<file path="config.mk">
export PLATFORM = sky130hd
export DESIGN_NAME = cap_timer
export DESIGN_NICKNAME = d
export VERILOG_FILES = /design/src/rtl/cap_timer_pkg.sv /design/src/rtl/ct_prescaler.sv /design/src/rtl/ct_edge_sync.sv /design/src/rtl/ct_core.sv /design/src/rtl/cap_timer.sv
export SDC_FILE = /design/constraint.sdc
export NUM_CORES = 1
export LEC_CHECK = 0
export ABC_AREA = 1
export BUFFER_PORTS_ARGS = -buffer_cell sky130_fd_sc_hd__buf_2
export CAP_MARGIN = 20
export CORE_AREA = 3 3 107 109
export CTS_CLUSTER_SIZE = 28
export DETAILED_ROUTE_END_ITERATION = 7
export DIE_AREA = 0 0 110 112
export PLACE_DENSITY = 0.57
export SETUP_SLACK_MARGIN = 0.4
export SYNTH_ARGS = -nofsm -noshare
export SYNTH_HDL_FRONTEND = slang
export SYNTH_SLANG_ARGS = --single-unit
</file>
<file path="constraint.sdc">
create_clock -name clk -period 1.8 [get_ports clk]
set_clock_uncertainty 0.1 [all_clocks]
set_input_delay 0.09 -clock clk [delete_from_list [all_inputs] [get_ports clk]]
set_output_delay 0.09 -clock clk [all_outputs]
set_load 0.05 [all_outputs]
</file>
<file path="src/rtl/cap_timer_pkg.sv">
// Shared types and register addresses for the capture timer.
// Assumes a 3-bit register address space.
package cap_timer_pkg;
    typedef enum logic [1:0] {
        MODE_DUAL  = 2'd0,
        MODE_MIXED = 2'd1,
        MODE_WIDE  = 2'd2,
        MODE_EVCNT = 2'd3
    } tmode_t;

    localparam logic [2:0] ADDR_MODE   = 3'd0;
    localparam logic [2:0] ADDR_RELOAD = 3'd1;
    localparam logic [2:0] ADDR_MATCH  = 3'd2;
    localparam logic [2:0] ADDR_CTRL   = 3'd3;
    localparam logic [2:0] ADDR_FCLR   = 3'd4;
endpackage

</file>
<file path="src/rtl/ct_prescaler.sv">
// Programmable divider: emits a one-cycle tick every (reload+1) clocks
// while run is set. Assumes clr has priority over counting.
module ct_prescaler #(
    parameter int W = 8
) (
    input  logic         clk,
    input  logic         rst_n,
    input  logic         run,
    input  logic         clr,
    input  logic [W-1:0] reload,
    output logic         tick
);
    logic [W-1:0] pcnt_q;

    assign tick = run && (pcnt_q == reload);

    // Divider count: restart on tick or clear, hold when stopped.
    always_ff @(posedge clk) begin
        if (!rst_n || clr) pcnt_q <= '0;
        else if (run)      pcnt_q <= tick ? '0 : pcnt_q + W'(1);
    end

    // the count restarts after each tick.
    a_r2_tick_restart: assert property (@(posedge clk) disable iff (!rst_n)
        (tick && !clr) |=> (pcnt_q == '0));
    // a clear leaves the divider at zero.
    a_r9_pre_clear: assert property (@(posedge clk) disable iff (!rst_n)
        clr |=> (pcnt_q == '0));
    // a stopped divider holds still.
    a_r10_pre_hold: assert property (@(posedge clk) disable iff (!rst_n)
        (!run && !clr) |=> (pcnt_q == $past(pcnt_q)));
endmodule

</file>
<file path="src/rtl/ct_edge_sync.sv">
// Brings an asynchronous level into the clock domain through STAGES
// flops and flags a rising edge for one cycle. Assumes STAGES >= 2.
module ct_edge_sync #(
    parameter int STAGES = 2
) (
    input  logic clk,
    input  logic rst_n,
    input  logic din,
    output logic rise
);
    logic [STAGES:0] sync_q;

    // First flop samples the raw input.
    always_ff @(posedge clk) begin
        if (!rst_n) sync_q[0] <= 1'b0;
        else        sync_q[0] <= din;
    end

    for (genvar s = 1; s <= STAGES; s++) begin : g_stage
        // Each further stage delays the one before it.
        always_ff @(posedge clk) begin
            if (!rst_n) sync_q[s] <= 1'b0;
            else        sync_q[s] <= sync_q[s-1];
        end
    end

    assign rise = sync_q[STAGES-1] && !sync_q[STAGES];

    // an edge flag never lasts two cycles.
    a_r4_single_pulse: assert property (@(posedge clk) disable iff (!rst_n)
        rise |=> !rise);
endmodule

</file>
<file path="src/rtl/ct_core.sv">
// Counter core: a 2*HALF_W counter that is split into two halves or run
// whole, as the mode picks. Reports a wrap pulse per half (bit 0 only in
// whole modes). Assumes tick and evt are single-cycle pulses.
module ct_core
    import cap_timer_pkg::*;
#(
    parameter int HALF_W = 8
) (
    input  logic                  clk,
    input  logic                  rst_n,
    input  tmode_t                mode,
    input  logic                  run,
    input  logic                  clr,
    input  logic                  tick,
    input  logic                  evt,
    input  logic [2*HALF_W-1:0]   match,
    output logic [2*HALF_W-1:0]   cnt,
    output logic [1:0]            wrap
);
    localparam int CNT_W = 2 * HALF_W;

    logic [1:0][HALF_W-1:0] cnt_q;
    logic [1:0][HALF_W-1:0] half_nxt;
    logic [1:0][HALF_W-1:0] half_match;
    logic [1:0]             half_adv;
    logic [1:0]             half_wrap;
    logic [CNT_W-1:0]       full_nxt;
    logic                   full_adv;
    logic                   full_wrap;
    logic                   split;

    assign split       = (mode == MODE_DUAL) || (mode == MODE_MIXED);
    assign half_match  = match;
    assign half_adv[0] = run && tick;
    assign half_adv[1] = run && ((mode == MODE_DUAL) ? tick : evt);
    assign full_adv    = run && ((mode == MODE_EVCNT) ? evt : tick);

    for (genvar h = 0; h < 2; h++) begin : g_half
        // Per-half step: wrap to zero on match, else add one.
        always_comb begin
            half_wrap[h] = half_adv[h] && (cnt_q[h] == half_match[h]);
            if (half_wrap[h])     half_nxt[h] = '0;
            else if (half_adv[h]) half_nxt[h] = cnt_q[h] + HALF_W'(1);
            else                  half_nxt[h] = cnt_q[h];
        end
    end

    // Whole-width step used in the 16-bit modes.
    always_comb begin
        full_wrap = full_adv && (cnt_q == match);
        if (full_wrap)     full_nxt = '0;
        else if (full_adv) full_nxt = cnt_q + CNT_W'(1);
        else               full_nxt = cnt_q;
    end

    // Count register: clear on mode change, else take the chosen step.
    always_ff @(posedge clk) begin
        if (!rst_n || clr) cnt_q <= '0;
        else if (split)    cnt_q <= half_nxt;
        else               cnt_q <= full_nxt;
    end

    assign cnt  = cnt_q;
    assign wrap = clr ? 2'b00 : (split ? half_wrap : {1'b0, full_wrap});

    // a mode change leaves the count at zero.
    a_r9_count_clear: assert property (@(posedge clk) disable iff (!rst_n)
        clr |=> (cnt == '0));
    // a low-half or whole wrap leaves that part at zero.
    a_r6_wrap_zero: assert property (@(posedge clk) disable iff (!rst_n)
        wrap[0] |=> (cnt[HALF_W-1:0] == '0));
    // a high-half wrap leaves the high half at zero.
    a_r6_wrap_hi_zero: assert property (@(posedge clk) disable iff (!rst_n)
        wrap[1] |=> (cnt[CNT_W-1:HALF_W] == '0));
    // nothing moves while stopped.
    a_r10_count_hold: assert property (@(posedge clk) disable iff (!rst_n)
        (!run && !clr) |=> (cnt == $past(cnt)));
endmodule

</file>
<file path="src/rtl/cap_timer.sv">
// Multi-mode capture timer top: register file, prescaler, event
// synchronizer, counter core, capture register and sticky match flags.
// Assumes one register write per cycle; inputs other than evt_in are
// synchronous to clk.
module cap_timer
    import cap_timer_pkg::*;
#(
    parameter int HALF_W   = 8,
    parameter int PRE_W    = 8,
    parameter int SYNC_LEN = 2
) (
    input  logic                clk,
    input  logic                rst_n,
    input  logic                wr_en,
    input  logic [2:0]          wr_addr,
    input  logic [2*HALF_W-1:0] wr_data,
    input  logic                evt_in,
    input  logic                cap_strobe,
    output logic [2*HALF_W-1:0] cap_val,
    output logic [1:0]          match_flag,
    output logic                irq,
    output logic                pre_tick
);
    localparam int CNT_W = 2 * HALF_W;

    tmode_t           mode_q;
    tmode_t           mode_new;
    logic [PRE_W-1:0] reload_q;
    logic [CNT_W-1:0] match_q;
    logic             run_q;
    logic [1:0]       ie_q;
    logic [1:0]       flag_q;
    logic [1:0]       flag_clr;
    logic [CNT_W-1:0] cap_q;
    logic [CNT_W-1:0] cnt;
    logic [1:0]       wrap;
    logic             mode_clr;
    logic             evt_rise;

    assign mode_new = tmode_t'(wr_data[1:0]);
    assign mode_clr = wr_en && (wr_addr == ADDR_MODE) && (mode_new != mode_q);
    assign flag_clr = (wr_en && (wr_addr == ADDR_FCLR)) ? wr_data[1:0] : 2'b00;

    // Configuration registers written through the register port.
    always_ff @(posedge clk) begin
        if (!rst_n) begin
            mode_q   <= MODE_DUAL;
            reload_q <= '0;
            match_q  <= '0;
            run_q    <= 1'b0;
            ie_q     <= 2'b00;
        end else if (wr_en) begin
            case (wr_addr)
                ADDR_MODE:   mode_q   <= mode_new;
                ADDR_RELOAD: reload_q <= wr_data[PRE_W-1:0];
                ADDR_MATCH:  match_q  <= wr_data;
                ADDR_CTRL:   {ie_q, run_q} <= wr_data[2:0];
                default: ;
            endcase
        end
    end

    ct_prescaler #(.W(PRE_W)) u_pre (
        .clk    (clk),
        .rst_n  (rst_n),
        .run    (run_q),
        .clr    (mode_clr),
        .reload (reload_q),
        .tick   (pre_tick)
    );

    ct_edge_sync #(.STAGES(SYNC_LEN)) u_sync (
        .clk   (clk),
        .rst_n (rst_n),
        .din   (evt_in),
        .rise  (evt_rise)
    );

    ct_core #(.HALF_W(HALF_W)) u_core (
        .clk   (clk),
        .rst_n (rst_n),
        .mode  (mode_q),
        .run   (run_q),
        .clr   (mode_clr),
        .tick  (pre_tick),
        .evt   (evt_rise),
        .match (match_q),
        .cnt   (cnt),
        .wrap  (wrap)
    );

    // Capture register: snapshot the whole count on a strobe.
    always_ff @(posedge clk) begin
        if (!rst_n)          cap_q <= '0;
        else if (cap_strobe) cap_q <= cnt;
    end

    // Sticky flags: write-1 clear, a new wrap wins.
    always_ff @(posedge clk) begin
        if (!rst_n) flag_q <= 2'b00;
        else        flag_q <= (flag_q & ~flag_clr) | wrap;
    end

    assign cap_val    = cap_q;
    assign match_flag = flag_q;
    assign irq        = |(flag_q & ie_q);

    // a capture holds the count from before the strobe edge.
    a_r7_capture: assert property (@(posedge clk) disable iff (!rst_n)
        cap_strobe |=> (cap_val == $past(cnt)));
    // a flag stays set until cleared.
    a_r6_flag_sticky: assert property (@(posedge clk) disable iff (!rst_n)
        (match_flag[0] && !flag_clr[0]) |=> match_flag[0]);
    // a wrap sets its flag even against a clear.
    a_r6_set_wins: assert property (@(posedge clk) disable iff (!rst_n)
        wrap[1] |=> match_flag[1]);
    // with no flags set the request is low.
    a_r8_irq_quiet: assert property (@(posedge clk) disable iff (!rst_n)
        (match_flag == 2'b00) |-> !irq);
endmodule

</file>
# ---- Yosys cells after proc, flatten, opt, wreduce, memory -nomap -nowiden
# Cells that the tools add are included.
dict set report op_classes {
  n_addsub 4
  eq_ne 13
  muxes 13
  n_bitwise 4
  n_reduce_logical 25
}
# op n
set ops {}
lappend ops {{16-bit 2-to-1 mux} 3}
lappend ops {{8-bit 2-to-1 mux} 5}
lappend ops {{8-bit by 1-bit adder with 8-bit output, second input constant} 3}
lappend ops {{8-bit == test} 3}
lappend ops {{16-bit by 1-bit adder with 16-bit output, second input constant} 1}
lappend ops {{16-bit == test} 1}
lappend ops {{2-bit AND reduction} 6}
lappend ops {{1-bit logical AND} 11}
lappend ops {{3-bit by 2-bit == test with 1-bit output, second input constant} 2}
lappend ops {{2-bit 2-to-1 mux} 3}
lappend ops {{3-bit by 1-bit != test with 1-bit output, second input constant} 2}
lappend ops {{2-bit bitwise AND} 2}
lappend ops {{3-bit by 1-bit == test with 1-bit output, second input constant} 1}
lappend ops {{3-bit == test, second input constant} 1}
lappend ops {{3-bit zero test} 1}
lappend ops {{3-bit nonzero test} 1}
lappend ops {{2-bit by 1-bit == test with 1-bit output, second input constant} 1}
lappend ops {{2-bit == test, second input constant} 1}
lappend ops {{1-bit zero test} 2}
lappend ops {{2-bit zero test} 1}
lappend ops {{1-bit logical OR} 2}
lappend ops {{1-bit 2-to-1 mux} 2}
lappend ops {{2-bit != test} 1}
lappend ops {{2-bit inverter} 1}
lappend ops {{other kinds (2)} 2}
dict set report word_totals {
  ff_bits 74
  inputBits 24
  output_inout_bits 20
  wordCells 72
}

# ---- Logic depth before layout (Yosys ltp)
dict set report logic_depth {
  word_depth 8
  depth_mapped 14
  depth_no_buf 14
}

# ---- By module
# Synthesis repeated with hierarchy kept, for this count alone.
dict set report hier_totals {
  cells_unflattened 667
  area_unflattened_um2 4239.1
}
# mod instances cells_per_inst area_each_um2 seq_area_each_um2
set modules_own_cells {}
lappend modules_own_cells {cap_timer 1 274 1930.6 940.9}
lappend modules_own_cells {ct_core 1 280 1631.6 320.3}
lappend modules_own_cells {ct_prescaler 1 102 584.3 160.2}
lappend modules_own_cells {ct_edge_sync 1 11 92.6 60.1}

# ---- Worst setup path after synthesis
# OpenSTA, ideal clock, no wires.
dict set report synth_path {
  kind {reg-to-reg}
  start {register run_q}
  end {register u_pre.pcnt_q[0]}
  setup_time_ps 116
  arrival_ps 1444
  t_required_ps 1584
  setup_slack_ps 140
  stages_incl_launch_ff 10
  n_path_buf 0
  synth_period_minus_slack_ps 1660
  cell_sequence {dfxtp_1 > inv_2 > a21oi_2 > nand2_1 > nor2_2 > nand3_4 > inv_1 > nor2_1 > o21ai_0 > nor2_1}
}
dict set report synth_between {
  elab_chain_len 2
}
# item line
set synth_lines {}
lappend synth_lines {{from (decl)} cap_timer.sv:30} ;# logic run_q;
lappend synth_lines {{from (signal assigned)} cap_timer.sv:57} ;# ADDR_CTRL: {ie_q, run_q} <= wr_data[2:0];
lappend synth_lines {{1-bit logical AND} ct_prescaler.sv:15} ;# assign tick = run && (pcnt_q == reload);
lappend synth_lines {{named net pre_tick} cap_timer.sv:22} ;# output logic pre_tick
lappend synth_lines {{8-bit 2-to-1 mux} ct_prescaler.sv:20} ;# else if (run) pcnt_q <= tick ? '0 : pcnt_q + W'(1);
lappend synth_lines {{to (signal assigned)} ct_prescaler.sv:20}
lappend synth_lines {{to (decl)} ct_prescaler.sv:13} ;# logic [W-1:0] pcnt_q;
# The timed path passes the listed nets, and every way through them passes these cells.
# A chain may end at the register's enable or synchronous reset.

# ---- Final worst setup path
dict set report layout_path {
  start {register u_pre.pcnt_q[0]}
  end {register u_core.cnt_q, in the netlist u_core.cnt[10]}
}
dict set report layout_between {
  elab_chain_len 7
  word_cells_on_any_way 14
  classes_between {eq/ne: 2; mux: 5; reduce/logical: 7}
}
# item line
set layout_lines {}
lappend layout_lines {{8-bit == test (*)} ct_prescaler.sv:15}
lappend layout_lines {{1-bit logical AND (*)} ct_prescaler.sv:15}
lappend layout_lines {{1-bit 2-to-1 mux (on tied branches)} {ct_core.sv:35, ct_core.sv:36}}
lappend layout_lines {{1-bit logical AND (on tied branches)} {ct_core.sv:35, ct_core.sv:36}}
lappend layout_lines {{1-bit logical AND (on tied branches)} {ct_core.sv:41, ct_core.sv:50}}
lappend layout_lines {{3-bit by 1-bit != test with 1-bit output (no line), or another cell as far along} -}
lappend layout_lines {{2-bit AND reduction (no line) / 16-bit 2-to-1 mux (equally long branches)} -}
lappend layout_lines {{to (signal assigned)} ct_core.sv:59} ;# else if (split) cnt_q <= half_nxt;
lappend layout_lines {{to (signal assigned)} ct_core.sv:60} ;# else cnt_q <= full_nxt;
lappend layout_lines {{to (decl)} ct_core.sv:22} ;# logic [1:0][HALF_W-1:0] cnt_q;
# Every way passes the cells marked *; elsewhere a longest branch is shown, timed or not.

==> results.md <==
- Worst hold path class: in -> reg
- Initial antenna violation count: 0
- Post-synth EDFFs: 0
- Power density cells: 673 nW/um2
- Area leader, netlist: dfxtp_1
- DRC: 0
- CP peak stage delay: 0.36 ns
- Layout fillers: 1067
- Worst-path clk slew: 0.08 ns
- Final worst-path cycle share: 0.979
- Overflow after GRT: 0
- Max_cap viols: 0
- Final min period: 1.76 ns
- Top cells by area, synth: dfxtp_1 (40%), nand2_1 (9.0%), nor2_1 (7.3%), o21ai_0 (6.5%), inv_1 (5.8%)
- Max Root-Sink Buffers: 2
- Ys flop type: dfxtp_1
- Rows: 38
- Post-synthesis net count: 548
- Post-Synthesis Cells: 521
- Total die area: 12300 um2
- Drt first pass iters: 4
- Pre-CTS WS: -0.109 ns
- Rel. slew slack: 0.646
- CTS Root Cell: clkbuf_8
- Worst slew pin tran: 0.525 ns
- Hpwl dp: 6850 um
- Post-synthesis sequential element count: 74
- CTS tree: built
- Crit start category: flip-flop
- Final Net Count: 644
- Syn_area_per_cell: 7.09 um2
- Routed len/inst: 13.1 um
- Crit end category: flip-flop
- Routability cong.: 0.850
- Placed inst area: 4220 um2
- Final Hold Viols: 0
- Final Routed Wirelength: 9950 um
- Asr flop ratio synth: 0
- Largest net degree at the start of global routing: 38
- Crit path DAT: 1.95 ns
- Post-Place Cells: 707
- Synth top area share: 0.401
- Vias in the first global route: 3445
- Required @ worst endpoint: 1.99 ns
- CP Cell Sequence: inv_1 -> nand2_1 -> nand3_2 -> nor2_4 -> nand3_4 -> nand2_4 -> nand3_4 -> buf_6 -> nand3_2 -> nand2_2 -> inv_2 -> nand2_2 -> inv_1
- RSZ-0062 raised after global routing: yes
- Int Pwr: 2.44 mW
- CP Class: reg -> reg
- CP max FO: 6
- Synth cell count leaders: nand2_1 (89), dfxtp_1 (74), nor2_1 (72)
- Ant diodes: 0
- Die height: 112 um
- Slew Viols, Final: 0
- Core ar.: 10700 um2
- FMAX: 568 MHz
- Leakage: 2.20 nW
- Final setup margin: 0.0383 ns
- Io pins: 44
- Power Total: 3.34 mW
- Clk pwr share: 0.355
- Post-Layout Cell Count: 760
- Reg2reg setup slack: 0.04 ns
- ANT nets after route: 0
- Final setup fails: 0
- Warnings from Yosys: 0
- Library cells used by synthesis: 31
- P&R area growth vs syn: 34.3%
- H-tree depth reported by CTS: 3
- Sw frac: 0.269
- CTS sink cnt: 74
- Combinational share of power: 0.133
- Count leader, synth: nand2_1
- Status: complete, no violations
- TritonCTS Buffers: 9
- Clk Latency, worst-skew pair: 0.35 ns
- Post-Syn Area: 3690 um2
- Final Instance Area: 4960 um2
- First-pass GRT wire length: 16800 um
- Layout cells sized above 1: 0.292
- Die span in x: 110 um
- Via count: 3558
- Switching power: 0.897 mW
- I/O Buffers: 43
- VDD IR max: 0.000427 V
- DRT iter0 DRCs: 279
- CP max stage cell: dfxtp_2
- Reg power frac: 0.512
- Total track usage: 0.173
- Seq/Total Area, Yosys: 0.401
- Routed vias/inst: 4.68
- Initial core utilization: 0.345
## power by group through the flow
stage                     clock network [mW]  logic (mW)  registers, mW
after floorplan                            0       0.188           1.81
after global placement                     0       0.360           1.75
after detailed placement                   0       0.366           1.75
after CTS                               1.22       0.427           1.71
after global routing                    1.29       0.490           1.72
final                                   1.18       0.443           1.71
## placed cells by master, fill, tap and decap left out, types with 6 or more instances in the layout
cell and count:
o21ai_0 46, inv_2 12, nand2_2 8, dlygate4sd3_1 18, buf_2 42, nor2_1 61
clkbuf_8 12, xor2_1 22, inv_1 50, dfxtp_1 59, nor2_4 6, nor2_2 7
nand2_1 82, nand3_1 27, xnor2_1 13, dfxtp_2 12, a21oi_1 38, buf_4 33
buf_6 6, nand3_2 9
## logic make-up after synthesis
logic type | count (synthesis) | share of synthesized area
AO/OA/AOI/OAI | 95 | 0.134
XOR/XNOR | 36 | 0.0854
adder cells (fa/ha/maj) | 3 | 0.0102
flip-flops | 74 | 0.401
buffers and inverters | 85 | 0.0874
AND/OR/NAND/NOR | 228 | 0.282
## state kept, by name (all words and copies together) (netlist names)
| name | cells |
|---|---|
| cap_val | 16 |
| match_q | 16 |
| u_core.cnt | 16 |
| reload_q | 8 |
| u_pre.pcnt_q | 8 |
| u_sync.sync_q | 3 |
| ie_q | 2 |
| match_flag | 2 |
| mode_q | 2 |
| run_q | 1 |
## final timing paths
kind,depth (start not counted),startpoint,to
worst min register to register,2,u_sync.sync_q[1],u_sync.sync_q[2]
worst min-delay path,3,rst_n,mode_q[1]
worst max-delay path,13,u_pre.pcnt_q[0],u_core.cnt[10]
worst max register to register,13,u_pre.pcnt_q[0],u_core.cnt[10]
## metrics by stage
step / hold WS [ns] / util / TNS (ns)
global route: 0.0197 / 0.464 / -1.15
floorplan: 0.0876 / - / 0
CTS: 0.00208 / 0.449 / 0
detailed placement: 0.196 / 0.394 / -0.845
finish: 0.0131 / 0.464 / 0
global placement: 0.175 / 0.394 / -0.667
## critical path, delay by kind of cell, from the launching register on
family | cells | cell delay (ns)
buf+inv | 4 | 0.32
flops | 1 | 0.36
simple gates | 9 | 0.90
## what timing repair did
item | in CTS | in global routing
hold endpoints to repair | 24 | 0
pin swaps | 11 | 18
endpoints found under the setup margin | 27 | 34
hold buffers | 18 | 0
resized for setup | 37 | 34
buffers inserted | 14 | 7
## metal layers
metal | up-vias | share of wire | wire length [um] | global-route usage
li1 | 1854 | - | - | -
met1 | 1611 | 0.48 | 4790 | 0.248
met2 | 86 | 0.46 | 4530 | 0.257
met3 | 7 | 0.054 | 541 | 0.0417
met4 | 0 | 0.0091 | 91 | 0.0490
met5 | - | 0 | 0 | 0
## final cells by class
class	instances	area (um2)	area share
Multi-Input combinational cell	362	2100	0.423
Tap cell	140	175	0.0353
Inverter	69	268	0.0540
Sequential cell	74	1510	0.304
Timing Repair Buffer	101	736	0.148
Clock buffer	12	165	0.0333
Clock inverter	2	12.5	0.00252
No activity file was read; power rests on OpenSTA's default activity.
